File: src/rtl/pcib_wm_pkg.sv
package pcib_wm_pkg;

  localparam int unsigned NUM_WIN  = 3;
  localparam int unsigned NUM_REGS = 8;
  localparam int unsigned WSEL_W   = $clog2(NUM_REGS);

  // Word index inside the register region; the order sets the byte offsets.
  typedef enum logic [WSEL_W-1:0] {
    RW_MAP0  = 3'd0,
    RW_MAP1  = 3'd1,
    RW_MAP2  = 3'd2,
    RW_IDENT = 3'd3,
    RW_FLAGS = 3'd4,
    RW_SEC0  = 3'd5,
    RW_SEC1  = 3'd6,
    RW_SEC2  = 3'd7
  } reg_word_e;

endpackage

File: src/rtl/pcib_wm_decode.sv
module pcib_wm_decode
  import pcib_wm_pkg::*;
#(
  parameter int unsigned ADDR_W = 12
) (
  input  logic [ADDR_W-1:0] addr,
  output logic              hit,
  output logic [WSEL_W-1:0] wsel
);

  localparam int unsigned HI_LSB = WSEL_W + 2;

  logic aligned;
  logic in_region;

  assign aligned   = (addr[1:0] == 2'b00);
  assign in_region = (addr[ADDR_W-1:HI_LSB] == '0);
  assign hit       = aligned && in_region;
  assign wsel      = addr[HI_LSB-1:2];

endmodule

File: src/rtl/pcib_wm_regbank.sv
module pcib_wm_regbank
  import pcib_wm_pkg::*;
#(
  parameter int unsigned ADDR_W = 12,
  parameter int unsigned DATA_W = 32
) (
  input  logic                             clk,
  input  logic                             rst,
  input  logic [ADDR_W-1:0]                bus_addr,
  input  logic                             bus_wr,
  input  logic                             bus_rd,
  input  logic [DATA_W-1:0]                bus_wdata,
  output logic [DATA_W-1:0]                bus_rdata,
  output logic                             bus_err,
  output logic [NUM_WIN-1:0][DATA_W-1:0]   map_o
);

  logic              hit;
  logic [WSEL_W-1:0] wsel;
  logic [DATA_W-1:0] regs_q [NUM_REGS];

  pcib_wm_decode #(.ADDR_W(ADDR_W)) dec_i (
    .addr (bus_addr),
    .hit  (hit),
    .wsel (wsel)
  );

  // One storage register per word; each has its own write enable.
  for (genvar i = 0; i < NUM_REGS; i++) begin : g_reg
    logic we;
    assign we = bus_wr && hit && (wsel == WSEL_W'(i));
    always_ff @(posedge clk) begin
      if (rst) begin
        regs_q[i] <= '0;
      end else if (we) begin
        regs_q[i] <= bus_wdata;
      end
    end
  end

  // Registered read port and access-error flag.
  always_ff @(posedge clk) begin
    if (rst) begin
      bus_rdata <= '0;
      bus_err   <= 1'b0;
    end else begin
      bus_err <= (bus_wr || bus_rd) && !hit;
      if (bus_rd) begin
        bus_rdata <= hit ? regs_q[wsel] : '0;
      end
    end
  end

  // Window mapping registers feed the translation unit.
  for (genvar w = 0; w < NUM_WIN; w++) begin : g_map
    assign map_o[w] = regs_q[int'(RW_MAP0) + w];
  end

endmodule

File: src/rtl/pcib_wm_xlat.sv
module pcib_wm_xlat
  import pcib_wm_pkg::*;
#(
  parameter int unsigned              DATA_W   = 32,
  parameter int unsigned              OFS_W    = 28,
  parameter logic [NUM_WIN*32-1:0]    VP_SIZES = {32'h1000_0000, 32'h1000_0000, 32'h0C00_0000},
  parameter logic [NUM_WIN*32-1:0]    RV_SIZES = {32'h0800_0000, 32'h0400_0000, 32'h0100_0000}
) (
  input  logic                           clk,
  input  logic                           rst,
  input  logic                           cfg_rv,
  input  logic [NUM_WIN-1:0][DATA_W-1:0] map_i,
  input  logic                           req,
  input  logic [1:0]                     win,
  input  logic [OFS_W-1:0]               ofs,
  output logic                           vld_o,
  output logic [DATA_W-1:0]              addr_o,
  output logic                           err_o
);

  localparam int unsigned NIB_LSB = DATA_W - 4;
  localparam int unsigned IDX_N   = 4;

  logic [DATA_W-1:0] size_tbl [IDX_N];
  logic [DATA_W-1:0] base_tbl [IDX_N];

  // Per-window size and base; unused index slots read as zero size.
  for (genvar w = 0; w < IDX_N; w++) begin : g_win
    if (w < NUM_WIN) begin : g_real
      logic [DATA_W-1:0] sz;
      logic [DATA_W-1:0] nib_base;
      logic [DATA_W-1:0] msk_base;
      assign sz       = cfg_rv ? DATA_W'(RV_SIZES[w*32 +: 32])
                               : DATA_W'(VP_SIZES[w*32 +: 32]);
      assign nib_base = {map_i[w][3:0], {NIB_LSB{1'b0}}};
      assign msk_base = map_i[w] & ~(sz - DATA_W'(1));
      assign size_tbl[w] = sz;
      assign base_tbl[w] = cfg_rv ? msk_base : nib_base;
    end else begin : g_none
      assign size_tbl[w] = '0;
      assign base_tbl[w] = '0;
    end
  end

  logic [DATA_W-1:0] ofs_ext;
  logic [DATA_W-1:0] sel_size;
  logic [DATA_W-1:0] sum;
  logic              bad;

  assign ofs_ext  = DATA_W'(ofs);
  assign sel_size = size_tbl[win];
  assign sum      = base_tbl[win] + ofs_ext;
  assign bad      = (32'(win) >= NUM_WIN) || (ofs_ext >= sel_size);

  always_ff @(posedge clk) begin
    if (rst) begin
      vld_o  <= 1'b0;
      err_o  <= 1'b0;
      addr_o <= '0;
    end else begin
      vld_o <= req;
      if (req) begin
        err_o  <= bad;
        addr_o <= bad ? '0 : sum;
      end else begin
        err_o  <= 1'b0;
        addr_o <= '0;
      end
    end
  end

endmodule

File: src/rtl/pcib_winmap_regs.sv
module pcib_winmap_regs
  import pcib_wm_pkg::*;
#(
  parameter int unsigned           ADDR_W   = 12,
  parameter int unsigned           DATA_W   = 32,
  parameter int unsigned           OFS_W    = 28,
  parameter logic [NUM_WIN*32-1:0] VP_SIZES = {32'h1000_0000, 32'h1000_0000, 32'h0C00_0000},
  parameter logic [NUM_WIN*32-1:0] RV_SIZES = {32'h0800_0000, 32'h0400_0000, 32'h0100_0000}
) (
  input  logic              clk,
  input  logic              rst,
  input  logic              cfg_rv,
  input  logic [ADDR_W-1:0] reg_addr,
  input  logic              reg_wr,
  input  logic              reg_rd,
  input  logic [DATA_W-1:0] reg_wdata,
  output logic [DATA_W-1:0] reg_rdata,
  output logic              reg_err,
  input  logic              xl_req,
  input  logic [1:0]        xl_win,
  input  logic [OFS_W-1:0]  xl_ofs,
  output logic              xl_vld,
  output logic [DATA_W-1:0] xl_addr,
  output logic              xl_err
);

  logic [NUM_WIN-1:0][DATA_W-1:0] map_w;

  pcib_wm_regbank #(.ADDR_W(ADDR_W), .DATA_W(DATA_W)) bank_i (
    .clk       (clk),
    .rst       (rst),
    .bus_addr  (reg_addr),
    .bus_wr    (reg_wr),
    .bus_rd    (reg_rd),
    .bus_wdata (reg_wdata),
    .bus_rdata (reg_rdata),
    .bus_err   (reg_err),
    .map_o     (map_w)
  );

  pcib_wm_xlat #(
    .DATA_W   (DATA_W),
    .OFS_W    (OFS_W),
    .VP_SIZES (VP_SIZES),
    .RV_SIZES (RV_SIZES)
  ) xlat_i (
    .clk    (clk),
    .rst    (rst),
    .cfg_rv (cfg_rv),
    .map_i  (map_w),
    .req    (xl_req),
    .win    (xl_win),
    .ofs    (xl_ofs),
    .vld_o  (xl_vld),
    .addr_o (xl_addr),
    .err_o  (xl_err)
  );

endmodule

File: config.mk
export PLATFORM = sky130hd
export DESIGN_NAME = pcib_winmap_regs
export DESIGN_NICKNAME = d
export VERILOG_FILES = /design/src/rtl/pcib_wm_pkg.sv /design/src/rtl/pcib_wm_decode.sv /design/src/rtl/pcib_wm_regbank.sv /design/src/rtl/pcib_wm_xlat.sv /design/src/rtl/pcib_winmap_regs.sv
export SDC_FILE = /design/constraint.sdc
export NUM_CORES = 1
export LEC_CHECK = 0
export ABC_CLOCK_PERIOD_IN_PS = 9510
export CAP_MARGIN = 5
export CORE_MARGIN = 3
export CORE_UTILIZATION = 50
export DETAILED_ROUTE_END_ITERATION = 7
export DONT_BUFFER_PORTS = 1
export GPL_ROUTABILITY_DRIVEN = 0
export REMOVE_ABC_BUFFERS = 1
export SLEW_MARGIN = 20
export SYNTH_ARGS = -nofsm -noshare
export SYNTH_HDL_FRONTEND = slang
export SYNTH_HIERARCHICAL = 1
export SYNTH_SLANG_ARGS = --single-unit
File: constraint.sdc
create_clock -name clk -period 9.51 [get_ports clk]
set_input_delay 0.4755 -clock clk [delete_from_list [all_inputs] [get_ports clk]]
set_output_delay 0.4755 -clock clk [all_outputs]
set_load 0.02 [all_outputs]
==> reports/summary.md, run 1 <==
In the final routed layout, each cell accounts on average for 23.5 um. The clock-pin slew of the registers on the worst-case setup and hold paths came out at 0.06 ns. Cell family contributing the most delay on the critical path: simple AND/OR/NAND/NOR gates. The maximum root-to-sink buffer count is 3, and the floorplan die height is 177 um. Largest net degree at the start of global routing: 99. The library cell occupying the most area in the post-synthesis netlist is sky130_fd_sc_hd__edfxtp_1.

The ratio of final minimum period to clock period was 0.363. For this run the aggregate overflow at the end of global routing stands at 0. Across the routed clock network, the largest skew measured is 0.00863 ns. The fraction of final layout cells with drive strength greater than 1 was 0.107; the area overhead of the layout relative to synthesis was 9.82%. The cell count after synthesis came out at 1149. The number of global-route vias before repair was 9113. The tools report the data arrival time of the worst path as 3.82 ns. In this run the post-CTS setup repair buffer count came out at 0. The critical path goes through or4_1 > nor4_2 > nand3_1 > or2_1 > nor2_2 > buf_4 > and2_1. Cell type of the slowest stage on the worst timing path: sky130_fd_sc_hd__nor2_2. The worst setup path is captured at a register. Averaged over all synthesized cells, the footprint is 12.8 um2.

The overall via count from detail_route was 8796. After synthesis, the cell types taking the most area are sky130_fd_sc_hd__edfxtp_1 (52%), sky130_fd_sc_hd__and2_1 (12%), sky130_fd_sc_hd__dfxtp_1 (9.1%). The met3 track demand over resource in global routing was 0.0522. During placement, the flow inserted port buffers numbering 0. The run gives 62 as the number of standard-cell rows in the floorplan. Count of hold buffers inserted by post-cts repair: 0. The die is 177 um wide.

The type of origin of the critical path was an input port. For the leakage power, the log shows 5.74 nW. The sequential element share of the synthesized area was 0.615. The cell with the most instances after synthesis is sky130_fd_sc_hd__and2_1. The count of antenna-violating nets left after detailed routing was 0. By count the netlist is led by sky130_fd_sc_hd__and2_1 (288), sky130_fd_sc_hd__edfxtp_1 (256), sky130_fd_sc_hd__dfxtp_1 (67). For the count of endpoints failing hold in the final timing report, the log shows 0. In this run the worst hold path is classified as in2reg. The placeable core region is 28900 um2, and the power density over the cells is 188 nW/um2. In the final design database the tool counted 1219 nets. At the worst endpoint, the required time is 9.88 ns. The run gives 0.412 as the relative max-transition margin. The buffers plus inverters on the worst setup path was 1; the count of H-tree levels built during CTS was 2. The tools report the count of clock tree sinks as 323.

The tools report the number of placed I/O pins as 147. The critical path in this run is classified as in2reg. The effective utilization at floorplan was 0.509. The sum of negative setup slack is 0 ns, and the maximum achievable frequency is 290 MHz. After detailed routing, the number of vias per cell comes to 5.72.

The total count of max-transition violations in the final report is 0, and the met1 track demand over resource is 0.313. The worst stage delay on the critical path was 0.70 ns; the number of flops mapped to enable cells by yosys was 256. After synthesis the netlist holds a flip-flop and latch count of 323. Buffers inserted during clock tree synthesis total 36. In this run the worst path has a maximum fanout of 17. The root buffer cell was sky130_fd_sc_hd__clkbuf_16. The final HPWL from detailed placement is 21100 um. Once the clock tree was built, the resizer swapped 0 gates to a different size. The run gives 1 as the number of antenna violations at the first check in global routing. Setup repair after global routing left no endpoint under its margin.

Yosys printed 6 warnings. The clock latency on the worst-skew pair is 0.50 ns, and the number of distinct standard cells referenced by the synthesized netlist is 61. The design draws 3.03 mW. TritonCTS built the clock tree. After global routing, the most crowded layer is met2. Area share of the largest cell type after synthesis: 0.523.

The die covers 31500 um2. The most used flip-flop cell after synthesis is sky130_fd_sc_hd__edfxtp_1. The logs give 674 for the violation count after the first detailed-route iteration and 0 for the detailed-route DRC error count.

The netlist area before placement is 14700 um2, and the final period demand of the worst path is 3.45 ns. The worst ir drop on vdd came out at 0.000135 V. For the total iterations of the first detailed-routing run, the log shows 4.

The transition at the pin with the smallest max-transition slack was 0.881 ns; the first-pass GRT wire length was 55000 um. Setup violations remaining at the end of the flow were counted as 0. For the total wire length after detailed routing, the log shows 36200 um. Across the run, the number of max-cap violations was 0.

The run gives 0.232 as the aggregate global-route resource usage. The fraction of registers with async set/reset came out at 0. The run gives 0.387 as the met2 track demand over resource.

The run finished with clean final reports.
[sequential cells by signal (all words and copies together), names as in the netlist]
signal and flops:
bank_i/bus_err 1, bank_i/bus_rdata 32, bank_i/regs_q 256, xlat_i/addr_o 32, xlat_i/err_o 1, xlat_i/vld_o 1
[per-layer routing]
metal / wire length, um / share of wire
met1: 15800 / 0.44
met2: 17300 / 0.48
met3: 2580 / 0.071
met4: 523 / 0.014
met5: 0 / 0
[layout by cell type, fill, tap and decap left out, drive strengths merged, types with 2 or more instances in the layout]
cell / synthesis / layout
and3: 2 / 2
a21oi: 35 / 35
o21ai: 16 / 16
nor2: 38 / 38
dfxtp: 67 / 67
nor4: 6 / 6
and2: 288 / 288
nor3b: 2 / 2
o21bai: 13 / 13
mux2: 9 / 9
mux4: 10 / 10
edfxtp: 256 / 256
clkbuf: 16 / 53
buf: 64 / 21
clkinv: 0 / 10
nand2: 36 / 36
o22ai: 5 / 5
or4: 2 / 2
inv: 11 / 11
nand3: 47 / 47
a221o: 2 / 2
a21o: 6 / 6
and2b: 2 / 2
ha: 10 / 10
xnor2: 2 / 2
a22oi: 5 / 5
a211oi: 42 / 42
xor2: 3 / 3
a221oi: 10 / 10
or2: 3 / 3
nor3: 12 / 12
nor2b: 6 / 6
mux2i: 63 / 63
o221a: 19 / 19
and4: 2 / 2
nand2b: 31 / 31
[power breakdown]
group / switching (mW) / internal [mW] / leakage (nW) / total, mW
combinational: 0.0723 / 0.0575 / 2.23 / 0.130
clock: 0.534 / 0.762 / 0.541 / 1.30
sequential: 0.0257 / 1.58 / 2.97 / 1.61
[final cells by class]
cell class | instances | area (um2)
Fill cell | 2382 | 12700
Sequential cell | 323 | 9030
Multi-Input combinational cell | 735 | 5280
Clock buffer | 53 | 1050
Tap cell | 384 | 480
Timing Repair Buffer | 21 | 198
Clock inverter | 11 | 51.3
Inverter | 11 | 41.3
Antenna cell | 1 | 2.50
[kinds of logic (layout without fill, tap and decap cells)]
logic type      after synthesis  after routing  synth area share
compound gates              156            156            0.0811
xor+xnor                      5              5           0.00298
fa+ha+maj                    11             11           0.00988
buf+inv                      91             96            0.0338
flops                       323            323             0.615
mux                          82             82            0.0657
other cells                   0              1                 0
simple gates                481            481             0.192
[worst reg2reg max path, stage by stage (launching register included)]
cell                       delay (ns)
sky130_fd_sc_hd__edfxtp_1        0.38
sky130_fd_sc_hd__mux2i_1         0.15
sky130_fd_sc_hd__nor2_1          0.06
sky130_fd_sc_hd__a21oi_1         0.12
sky130_fd_sc_hd__nor2_1          0.07
sky130_fd_sc_hd__ha_1            0.35
sky130_fd_sc_hd__nand2_1         0.06
sky130_fd_sc_hd__o21ai_0         0.15
sky130_fd_sc_hd__nand2_1         0.12
sky130_fd_sc_hd__or4_1           0.46
sky130_fd_sc_hd__and3_1          0.17
[metrics by stage]
step | worst slack [ns] | utilization | hold WS (ns) | cells | instance area, um2
2_1_floorplan | 5.75 | - | 0.494 | 1069 | 14200
3_3_place_gp | 5.71 | 0.519 | 0.497 | 1472 | 15000
3_5_place_dp | 5.59 | 0.519 | 0.508 | 1472 | 15000
4_1_cts | 6.11 | 0.557 | 0.0360 | 1536 | 16100
5_1_grt | 5.87 | 0.559 | 0.0360 | 1538 | 16100
6_report | 6.06 | 0.559 | 0.0594 | 1539 | 16100
[path summary, 6_finish.rpt]
| kind | from | to | slack [ns] | cells after the start |
|---|---|---|---|---|
| setup / recovery | reg_addr[7] | bank_i/regs_q[6][15]$_SDFFCE_PN0P_ | 6.06 | 7 |
| hold / removal | rst | bank_i/bus_rdata[21]$_SDFFE_PP0P_ | 0.06 | 1 |
| setup reg to reg | bank_i/regs_q[2][27]$_SDFFCE_PN0P_ | xlat_i/addr_o[31]$_SDFF_PP0_ | 7.33 | 10 |
| hold reg to reg | bank_i/regs_q[0][17]$_SDFFCE_PN0P_ | bank_i/bus_rdata[17]$_SDFFE_PP0P_ | 0.51 | 2 |
No activity file was read; power rests on OpenSTA's default activity.
==> inputs of run 2 (changes only) <==
--- a/config.mk
+++ b/config.mk
@@ -5,13 +5,14 @@
 export SDC_FILE = /design/constraint.sdc
 export NUM_CORES = 1
 export LEC_CHECK = 0
-export ABC_CLOCK_PERIOD_IN_PS = 9510
+export ABC_CLOCK_PERIOD_IN_PS = 2950
 export CAP_MARGIN = 5
 export CORE_MARGIN = 3
 export CORE_UTILIZATION = 50
 export DETAILED_ROUTE_END_ITERATION = 7
 export DONT_BUFFER_PORTS = 1
 export GPL_ROUTABILITY_DRIVEN = 0
+export PLACE_DENSITY = 0.68
 export REMOVE_ABC_BUFFERS = 1
 export SLEW_MARGIN = 20
 export SYNTH_ARGS = -nofsm -noshare
==> constraint.sdc (replaced) <==
create_clock -name clk -period 2.95 [get_ports clk]
set_input_delay 0.1475 -clock clk [delete_from_list [all_inputs] [get_ports clk]]
set_output_delay 0.1475 -clock clk [all_outputs]
set_load 0.02 [all_outputs]
==> run 2 against run 1 <==
Net effect: clock skew rose by 0.0083 ns; critical path depth did not move; total power rose to 3.3 times the previous value; largest cell class unchanged; via count rose by 9.1%; routed wire length grew 10%; cell count is 6.2% higher; highest routed layer is now met5.
==> reports/summary.md, run 2 (synthesis gave the netlist of run 1 again) <==
The number of standard-cell rows in the floorplan is 62 (unchanged). The logs give 28900 um2 (unchanged) for the placeable core region and 99 (unchanged) for the largest net degree at the start of global routing. The largest registers in the layout are bank_i/regs_q (256), bank_i/bus_rdata (32), xlat_i/addr_o (32). The uppermost layer routed is met5. The top cell types in the final layout, fill and taps aside, are sky130_fd_sc_hd__and2_1 (288), sky130_fd_sc_hd__edfxtp_1 (256), sky130_fd_sc_hd__dlygate4sd3_1 (71). The final standard cell area without fillers was 17100 um2 (+6.1%); the net switching power was 2.18 mW (+250%). The tools report the overall die area as 31500 um2 (unchanged). For the overall via count from detail_route, the log shows 9594 (+9.1%). The tools report the diode insertion count for antenna repair as 0 (-1).

The logs give 0 (unchanged) for the number of gates resized after CTS and 9030 um2 (unchanged) for the sequential cell area in the final layout. The logs give 3160 um (+22%) for the wire length on met3 and 60000 um (+9.0%) for the first-pass GRT wire length. STA classifies the critical path startpoint as a register.

Floorplan die height: 177 um (unchanged). The port buffer count works out to 0 (unchanged). The count of H-tree levels built during CTS was 2 (unchanged). The total area of multi-input combinational cells was 5280 um2 (unchanged); the mean number of vias per cell was 5.87 (+2.7%). For the data arrival time of the worst path, the log shows 3.19 ns (-0.63 ns). The final period demand of the worst path came out at 2.79 ns. The clock network fraction of total power is 0.427 (about the same), and the global-route congestion overflow total is 0 (unchanged). The average wire length per cell after detail routing is 24.4 um (+3.8%), and the detailed-route DRC error count is 0 (unchanged). The flow ran to the end, and the final reports show no timing, DRC or antenna violations. For the leakage power, the log shows 6.21 nW (+8.1%). The run gives 147 (unchanged) as the number of placed I/O pins. bank_i/regs_q holds more flip-flops than any other register. Combinational group share of total power: 0.059 (+0.016).

The final-stage net count came out at 1315 (+7.9%). The die width was 177 um (unchanged); the ratio of final minimum period to clock period was 0.945. The transition at the pin with the smallest max-transition slack is 0.975 ns (+0.0941 ns). The setup clock skew after layout is 0.0170 ns (+0.00835 ns), and the aggregate global-route resource usage is 0.254 (+0.0216). The worst ir drop on vdd was 0.000511 V (+280%). TritonCTS built the clock tree.

The path category of the worst min-delay check is in2reg. For the wire length on met1, the log shows 16200 um (+2.5%). For the total count of max-transition violations in the final report, the log shows 0 (unchanged).

The run gives 36 (unchanged) as the number of clock buffers inserted by TritonCTS. The final number of setup-violating endpoints is 0 (unchanged), and the critical path required time is 3.35 ns (-6.53 ns). The clock latency on the worst-skew pair is 0.52 ns (+0.02 ns). The critical path is of the reg2reg type.

The logs give 39900 um (+10%) for the total wire length after detailed routing and 3 (unchanged) for the maximum root-to-sink buffer count. The tools report the number of global-route vias before repair as 9831 (+7.9%). The count of endpoints failing hold in the final timing report came out at 0 (unchanged). The power density over the cells was 589 nW/um2 (+210%); the setup fix buffers added after clock tree synthesis was 0 (unchanged). The logs give 2348 (-1.4%) for the final-layout fill cell count and 909 (+35%) for the violation count after the first detailed-route iteration.

CTS placed an instance of sky130_fd_sc_hd__clkbuf_16 at the clock tree root. The run gives 0.348 (-0.0642) as the relative max-transition margin. The fraction of final layout cells with drive strength greater than 1 was 0.120 (+0.0125). The sequential cell fraction of total power came out at 0.514 (-0.016). The run gives 323 (unchanged) as the count of clock tree sinks.

The effective utilization at floorplan was 0.509 (unchanged); the final HPWL from detailed placement was 22000 um (+4.4%). From synthesis to final layout, the design area changed by 16.5%. The cell-internal power came out at 7.90 mW (+230%).

Total iterations of the first detailed-routing run: 5 (+1). The logs give 15200 um2 (+1.5%) for the post-detailed-placement cell area and 0 (unchanged) for the max-cap check violation count. The core utilization of the finished layout is 0.593 (+0.0341), and the maximum achievable frequency is 359 MHz.

The worst setup path is captured at a register. The number of antenna violations at the first check in global routing was 1 (unchanged); the flip-flop count of the largest register after layout was 256 (unchanged). For the detailed-routed wire length on met2, the log shows 19500 um (+13%). Setup repair after global routing left no endpoint under its margin. The switching share of power works out to 0.216 (+0.00797). The clock-pin slew of the registers on the worst-case setup and hold paths came out at 0.06 ns (about the same).

The largest driver fanout on the critical path is 2 (-15), and the count of antenna-violating nets left after detailed routing is 0 (unchanged). Leaving out fill and tap cells, the most frequent cell in the layout is sky130_fd_sc_hd__and2_1.
run 2: cell types whose count changed in the layout (fill, tap and decap cells not counted):
cell                            delta
sky130_fd_sc_hd__clkbuf_16         +1
sky130_fd_sc_hd__clkbuf_1          +1
sky130_fd_sc_hd__buf_16            -1
sky130_fd_sc_hd__clkinv_2          -3
sky130_fd_sc_hd__inv_6             +2
sky130_fd_sc_hd__diode_2           -1
sky130_fd_sc_hd__clkinv_1          -2
sky130_fd_sc_hd__clkbuf_4          +2
sky130_fd_sc_hd__buf_4            +20
sky130_fd_sc_hd__clkbuf_2          -1
sky130_fd_sc_hd__dlygate4sd3_1    +71
sky130_fd_sc_hd__buf_12            +6
run 2: worst max-delay path, cell delays in order (launching register included):
cell and delay, ns:
sky130_fd_sc_hd__dfxtp_1 0.39, sky130_fd_sc_hd__nand2b_1 0.14, sky130_fd_sc_hd__nand3_1 0.09, sky130_fd_sc_hd__dlygate4sd3_1 0.58, sky130_fd_sc_hd__a211oi_1 0.25, sky130_fd_sc_hd__dlygate4sd3_1 0.62
sky130_fd_sc_hd__a211oi_2 0.04, sky130_fd_sc_hd__dlygate4sd3_1 0.57
run 2: metrics by stage:
stage / setup TNS (ns) / worst slack (ns) / hold slack [ns] / total power [mW] / cells
after CTS: 0 / 0.246 / 0.000907 / 10.1 / 1634
after floorplan: -103.18 / -0.484 / 0.214 / 5.55 / 1069
after global routing: 0 / 0.0471 / 0.0255 / 10.4 / 1634
after global placement: 0 / 0.435 / 0.234 / 5.69 / 1496
final: 0 / 0.161 / 0.0204 / 10.1 / 1634
after detailed placement: 0 / 0.385 / 0.232 / 5.70 / 1496
run 2: per-layer routing:
metal / GRT usage / up-vias
met5: 0 / -
met4: 0.0838 / 2
met3: 0.0479 / 64
met2: 0.430 / 425
met1: 0.328 / 4782
li1: - / 4321
run 2: final timing paths:
path                                                         start                                 to  slack, ns  cells past startpoint
worst max-delay path              bank_i/bus_rdata[5]$_SDFFE_PP0P_   bank_i/bus_rdata[5]$_SDFFE_PP0P_       0.16                      7
worst min register to register  bank_i/regs_q[0][11]$_SDFFCE_PN0P_  bank_i/bus_rdata[11]$_SDFFE_PP0P_       0.53                      2
worst min-delay path                                   reg_addr[2]  bank_i/bus_rdata[11]$_SDFFE_PP0P_       0.02                      4
worst max register to register    bank_i/bus_rdata[5]$_SDFFE_PP0P_   bank_i/bus_rdata[5]$_SDFFE_PP0P_       0.16                      7
run 2: power groups by stage:
stage | sequential, mW | combinational [mW] | clock (mW)
floorplan | 5.26 | 0.295 | 0
global placement | 5.27 | 0.424 | 0
detailed placement | 5.27 | 0.430 | 0
CTS | 5.18 | 0.597 | 4.35
global route | 5.20 | 0.645 | 4.54
finish | 5.18 | 0.596 | 4.30
run 2: area by class of cell:
| cell class | count | area share |
|---|---|---|
| sequential | 323 | 0.527 |
| inverter | 11 | 0.00241 |
| clock buffer | 56 | 0.0635 |
| multi-input combinational | 735 | 0.309 |
| timing repair buffer | 117 | 0.0673 |
| tap | 384 | 0.0281 |
| clock inverter | 8 | 0.00270 |
run 2: timing repair:
action,4_1_cts,5_1_grt
setup endpoints to repair,0,0
hold buffers,74,0
hold endpoints to repair,325,0
==> inputs of run 3 (changes only) <==
--- a/config.mk
+++ b/config.mk
@@ -5,6 +5,7 @@
 export SDC_FILE = /design/constraint.sdc
 export NUM_CORES = 1
 export LEC_CHECK = 0
+export ABC_AREA = 1
 export ABC_CLOCK_PERIOD_IN_PS = 2950
 export CAP_MARGIN = 5
 export CORE_MARGIN = 3
==> run 3 against run 2 <==
Net effect: total power increased by 3.0%; core utilization about the same; die area is 0.95% lower; sequential share of layout area rose by 1.1 points; via count up 17%; clock-buffer cell count fell by 9; register-to-register slack better by 0.28 ns; combinational power grew 23%; global-route usage down 1.2 points; flip-flop and latch count unchanged; critical path type is now in2reg; largest power group unchanged; highest routed layer unchanged.
==> reports/summary.md, run 3 <==
The clock-pin slew of the registers on the worst-case setup and hold paths is 0.06 ns (about the same), and the combinational group share of total power is 0.071 (+0.012). The mean instance size in the synthesized netlist was 8.92 um2 (-30%); the number of antenna violations at the first check in global routing was 2 (+1). The overall via count from detail_route came out at 11200 (+17%). Type of origin of the critical path: an input port. The final-layout fill cell count was 2389 (+1.7%); the area share of the largest cell type after synthesis was 0.529 (+0.00518). The register-to-register setup slack is 0.44 ns (+0.28 ns), and the critical path required time is 3.41 ns (+0.06 ns). The final number of setup-violating endpoints was 0 (unchanged).

Yosys instantiated no cell more often than sky130_fd_sc_hd__nand2_1. The transition at the pin with the smallest max-transition slack was 0.908 ns (-0.0671 ns); the count of antenna-violating nets left after detailed routing was 0 (unchanged). The count of endpoints failing hold in the final timing report is 0 (unchanged).

The number of standard-cell rows in the floorplan was 61 (-1.6%); the total wire length after detailed routing was 38200 um (-4.3%). The logs give 3 (unchanged) for the maximum root-to-sink buffer count and 919 (+1.1%) for the violation count after the first detailed-route iteration. By startpoint and endpoint, the worst setup path is classified as in2reg. The logs give 2 (unchanged) for the count of H-tree levels built during CTS and 8.00 mW (+1.3%) for the cell-internal power. The area overhead of the layout relative to synthesis was 15.2%; the flip-flop count of the largest register after layout was 256 (unchanged).

The tools report the effective utilization at floorplan as 0.515 (+0.00605). The setup clock skew after layout is 0.0178 ns (+0.000799 ns). For the power after layout, the log shows 10.4 mW (+3.0%). Leaving out fill and tap cells, the most frequent cells in the layout are sky130_fd_sc_hd__nand2_1 (603), sky130_fd_sc_hd__nor2_1 (301), sky130_fd_sc_hd__edfxtp_1 (256). Average wire length per cell after detail routing: 18.3 um (-25%). The signal on the critical path passes through clkinv_2 > buf_12 > nand2_1 > nand2_1 > nand2_1 > nand3_1 > dlygate4sd3_1 > nand3_1 > dlygate4sd3_1 > a21oi_1 > dlygate4sd3_1.

The first-pass GRT wire length came out at 58800 um (-2.1%). The mean number of vias per cell came out at 5.37 (-8.5%). The run gives 0 ns (unchanged) as the sum of negative setup slack. The die width was 177 um (-0.47%).

Setup repair after global routing left no endpoint under its margin. The number of distinct standard cells referenced by the synthesized netlist was 33 (-46%). The most flop-heavy register is bank_i/regs_q. The number of global-route vias before repair was 10900 (+11%); the floorplan die height was 177 um (-0.47%). Data arrival time of the worst path: 3.05 ns (-0.14 ns). Yosys attributes the largest share of cell area to sky130_fd_sc_hd__edfxtp_1 (53%), sky130_fd_sc_hd__nand2_1 (16%), sky130_fd_sc_hd__dfxtp_1 (9.2%). For the overall die area, the log shows 31200 um2 (-0.95%). Number of clock buffers inserted by TritonCTS: 36 (unchanged).

The synthesized instance count is 1631 (+42%), and the port buffer count is 0 (unchanged). The fraction of registers with async set/reset came out at 0 (unchanged). Sequential cell fraction of total power: 0.500 (-0.014). The global-route congestion overflow total was 0 (unchanged); the detailed-route DRC error count was 0 (unchanged). The most common cell after layout, fill and taps aside is sky130_fd_sc_hd__nand2_1. The clock latency on the worst-skew pair was 0.52 ns (about the same); the final period demand of the worst path was 2.59 ns (-0.200 ns).

The number of synthesized register bits works out to 323 (unchanged). The number of placed I/O pins is 147 (unchanged). The clock network fraction of total power is 0.429 (+0.002).

The logs give 14800 um2 (-2.6%) for the post-detailed-placement cell area and 386 MHz (+7.7%) for the maximum achievable frequency. The fraction of final layout cells with drive strength greater than 1 is 0.0716 (-0.0484), and the aggregate global-route resource usage is 0.241 (-0.0121). The tools report the total iterations of the first detailed-routing run as 5 (unchanged). TritonCTS built the clock tree. The number of flops mapped to enable cells by yosys was 256 (unchanged); the final standard cell area without fillers was 16800 um2 (-2.1%). The worst stage delay on the critical path came out at 0.57 ns (-0.05 ns). For the total count of max-transition violations in the final report, the log shows 0 (unchanged). The run gives 0.593 (about the same) as the core utilization of the finished layout. The run gives 133 (+34%) as the largest net degree at the start of global routing. The netlist area before placement was 14500 um2 (-0.98%); the sequential element share of the synthesized area was 0.621 (+0.00608).

The commonest cells after synthesis are sky130_fd_sc_hd__nand2_1 (603), sky130_fd_sc_hd__nor2_1 (301), sky130_fd_sc_hd__edfxtp_1 (256). The relative max-transition margin was 0.394 (+0.0462). For the final HPWL from detailed placement, the log shows 21200 um (-3.6%). For the worst ir drop on vdd, the log shows 0.000357 V (-30%). The most used flip-flop cell after synthesis is sky130_fd_sc_hd__edfxtp_1. CTS placed an instance of sky130_fd_sc_hd__clkbuf_16 at the clock tree root. Net switching power: 2.38 mW (+9.1%). The max-cap check violation count was 0 (unchanged). sky130_fd_sc_hd__edfxtp_1 takes more of the synthesized area than any other cell. Leakage power: 7.10 nW (+14%). The ratio of final minimum period to clock period is 0.878 (-0.0679), and the largest driver fanout on the critical path is 132 (+130). The final-stage net count is 1769 (+35%), and the warning count from the yosys run is 6 (unchanged). The count of clock tree sinks was 323 (unchanged); the power density over the cells was 619 nW/um2 (+5.2%). Cell type of the slowest stage on the worst timing path: sky130_fd_sc_hd__dlygate4sd3_1. The path category of the worst min-delay check was in2reg. The number of gates resized after CTS came out at 0 (unchanged). Endpoint type of the worst setup path: a register. The run finished with clean final reports. The final worst hold slack came out at 0.0111 ns (-0.00928 ns). The placeable core region came out at 28200 um2 (-2.1%). In the final layout, the registers with the most flip-flops are bank_i/regs_q (256), bank_i/bus_rdata (32), xlat_i/addr_o (32). The switching share of power is 0.229 (+0.0130).
-- run 3: cell count changes in the layout (fill, tap and decap cells not counted), sizes merged, moves of 10 or more --
cell,change
o221a,-19
inv,+80
and2,-288
nand3,+71
nand2,+569
a211oi,-42
nand2b,-31
mux2i,-63
buf,-11
a221oi,-10
o21bai,-13
nor2,+280
mux4,-10
-- run 3: worst paths after layout --
kind | start | endpoint | depth (start not counted)
max | reg_addr[2] | bank_i/bus_rdata[4]$_SDFFE_PP0P_ | 11
min | reg_wdata[24] | bank_i/regs_q[7][24]$_SDFFCE_PN0P_ | 2
max reg2reg | bank_i/regs_q[6][4]$_SDFFCE_PN0P_ | bank_i/bus_rdata[4]$_SDFFE_PP0P_ | 9
min reg2reg | bank_i/bus_rdata[18]$_SDFFE_PP0P_ | bank_i/bus_rdata[18]$_SDFFE_PP0P_ | 2
-- run 3: power by group through the flow --
stage                     Clock (mW)  Combinational [mW]  Sequential (mW)
after global placement             0               0.602             5.27
after CTS                       4.51               0.735             5.18
after detailed placement           0               0.615             5.28
after floorplan                    0               0.434             5.26
after global routing            4.68               0.824             5.20
final                           4.46               0.736             5.18
-- run 3: logic make-up (layout without fill, tap and decap cells) --
kind of cell | Yosys count | after routing | synth area share
AO/OA/AOI/OAI | 50 | 50 | 0.0177
AND/OR/NAND/NOR | 1056 | 1056 | 0.290
XOR/XNOR | 4 | 4 | 0.00241
other | 0 | 2 | 0
buffers and inverters | 187 | 261 | 0.0593
flip-flops | 323 | 323 | 0.621
adder cells (fa/ha/maj) | 11 | 11 | 0.00998
-- run 3: metrics by stage --
step                      setup WS (ns)  cells
final                             0.361   2085
after global routing              0.307   2084
after CTS                         0.439   2083
after detailed placement          0.580   1945
after global placement            0.635   1945
after floorplan                   0.610   1535
-- run 3: repair_timing --
action | 4_1_cts | 5_1_grt
setup endpoints to repair | 0 | 0
setup buffers | 0 | 0
hold buffers | 73 | 0
hold endpoints to repair | 247 | 0
-- run 3: final cells by class --
type / count / area [um2] / share of cell area
inverters: 91 / 348 / 0.0208
diodes: 2 / 5.00 / 0.000299
repair buffers: 105 / 1070 / 0.0639
clock inverters: 18 / 183 / 0.0109
flip-flops and latches: 323 / 9030 / 0.539
clock buffers: 47 / 993 / 0.0593
well taps: 378 / 473 / 0.0282
multi-input cells: 1121 / 4650 / 0.278
-- run 3: per-layer routing --
metal | global-route usage | vias up | routed length [um]
met3 | 0.0409 | 86 | 3210
met2 | 0.412 | 488 | 18500
met5 | 0 | - | 13
met4 | 0.0851 | 2 | 1140
met1 | 0.313 | 5299 | 15300
li1 | - | 5321 | -
-- run 3: critical path: cells and delay by family --
family / cells / cell delay [ns]
AO/OA/AOI/OAI: 1 / 0.11
AND/OR/NAND/NOR: 5 / 0.39
buffers and inverters: 5 / 2.26
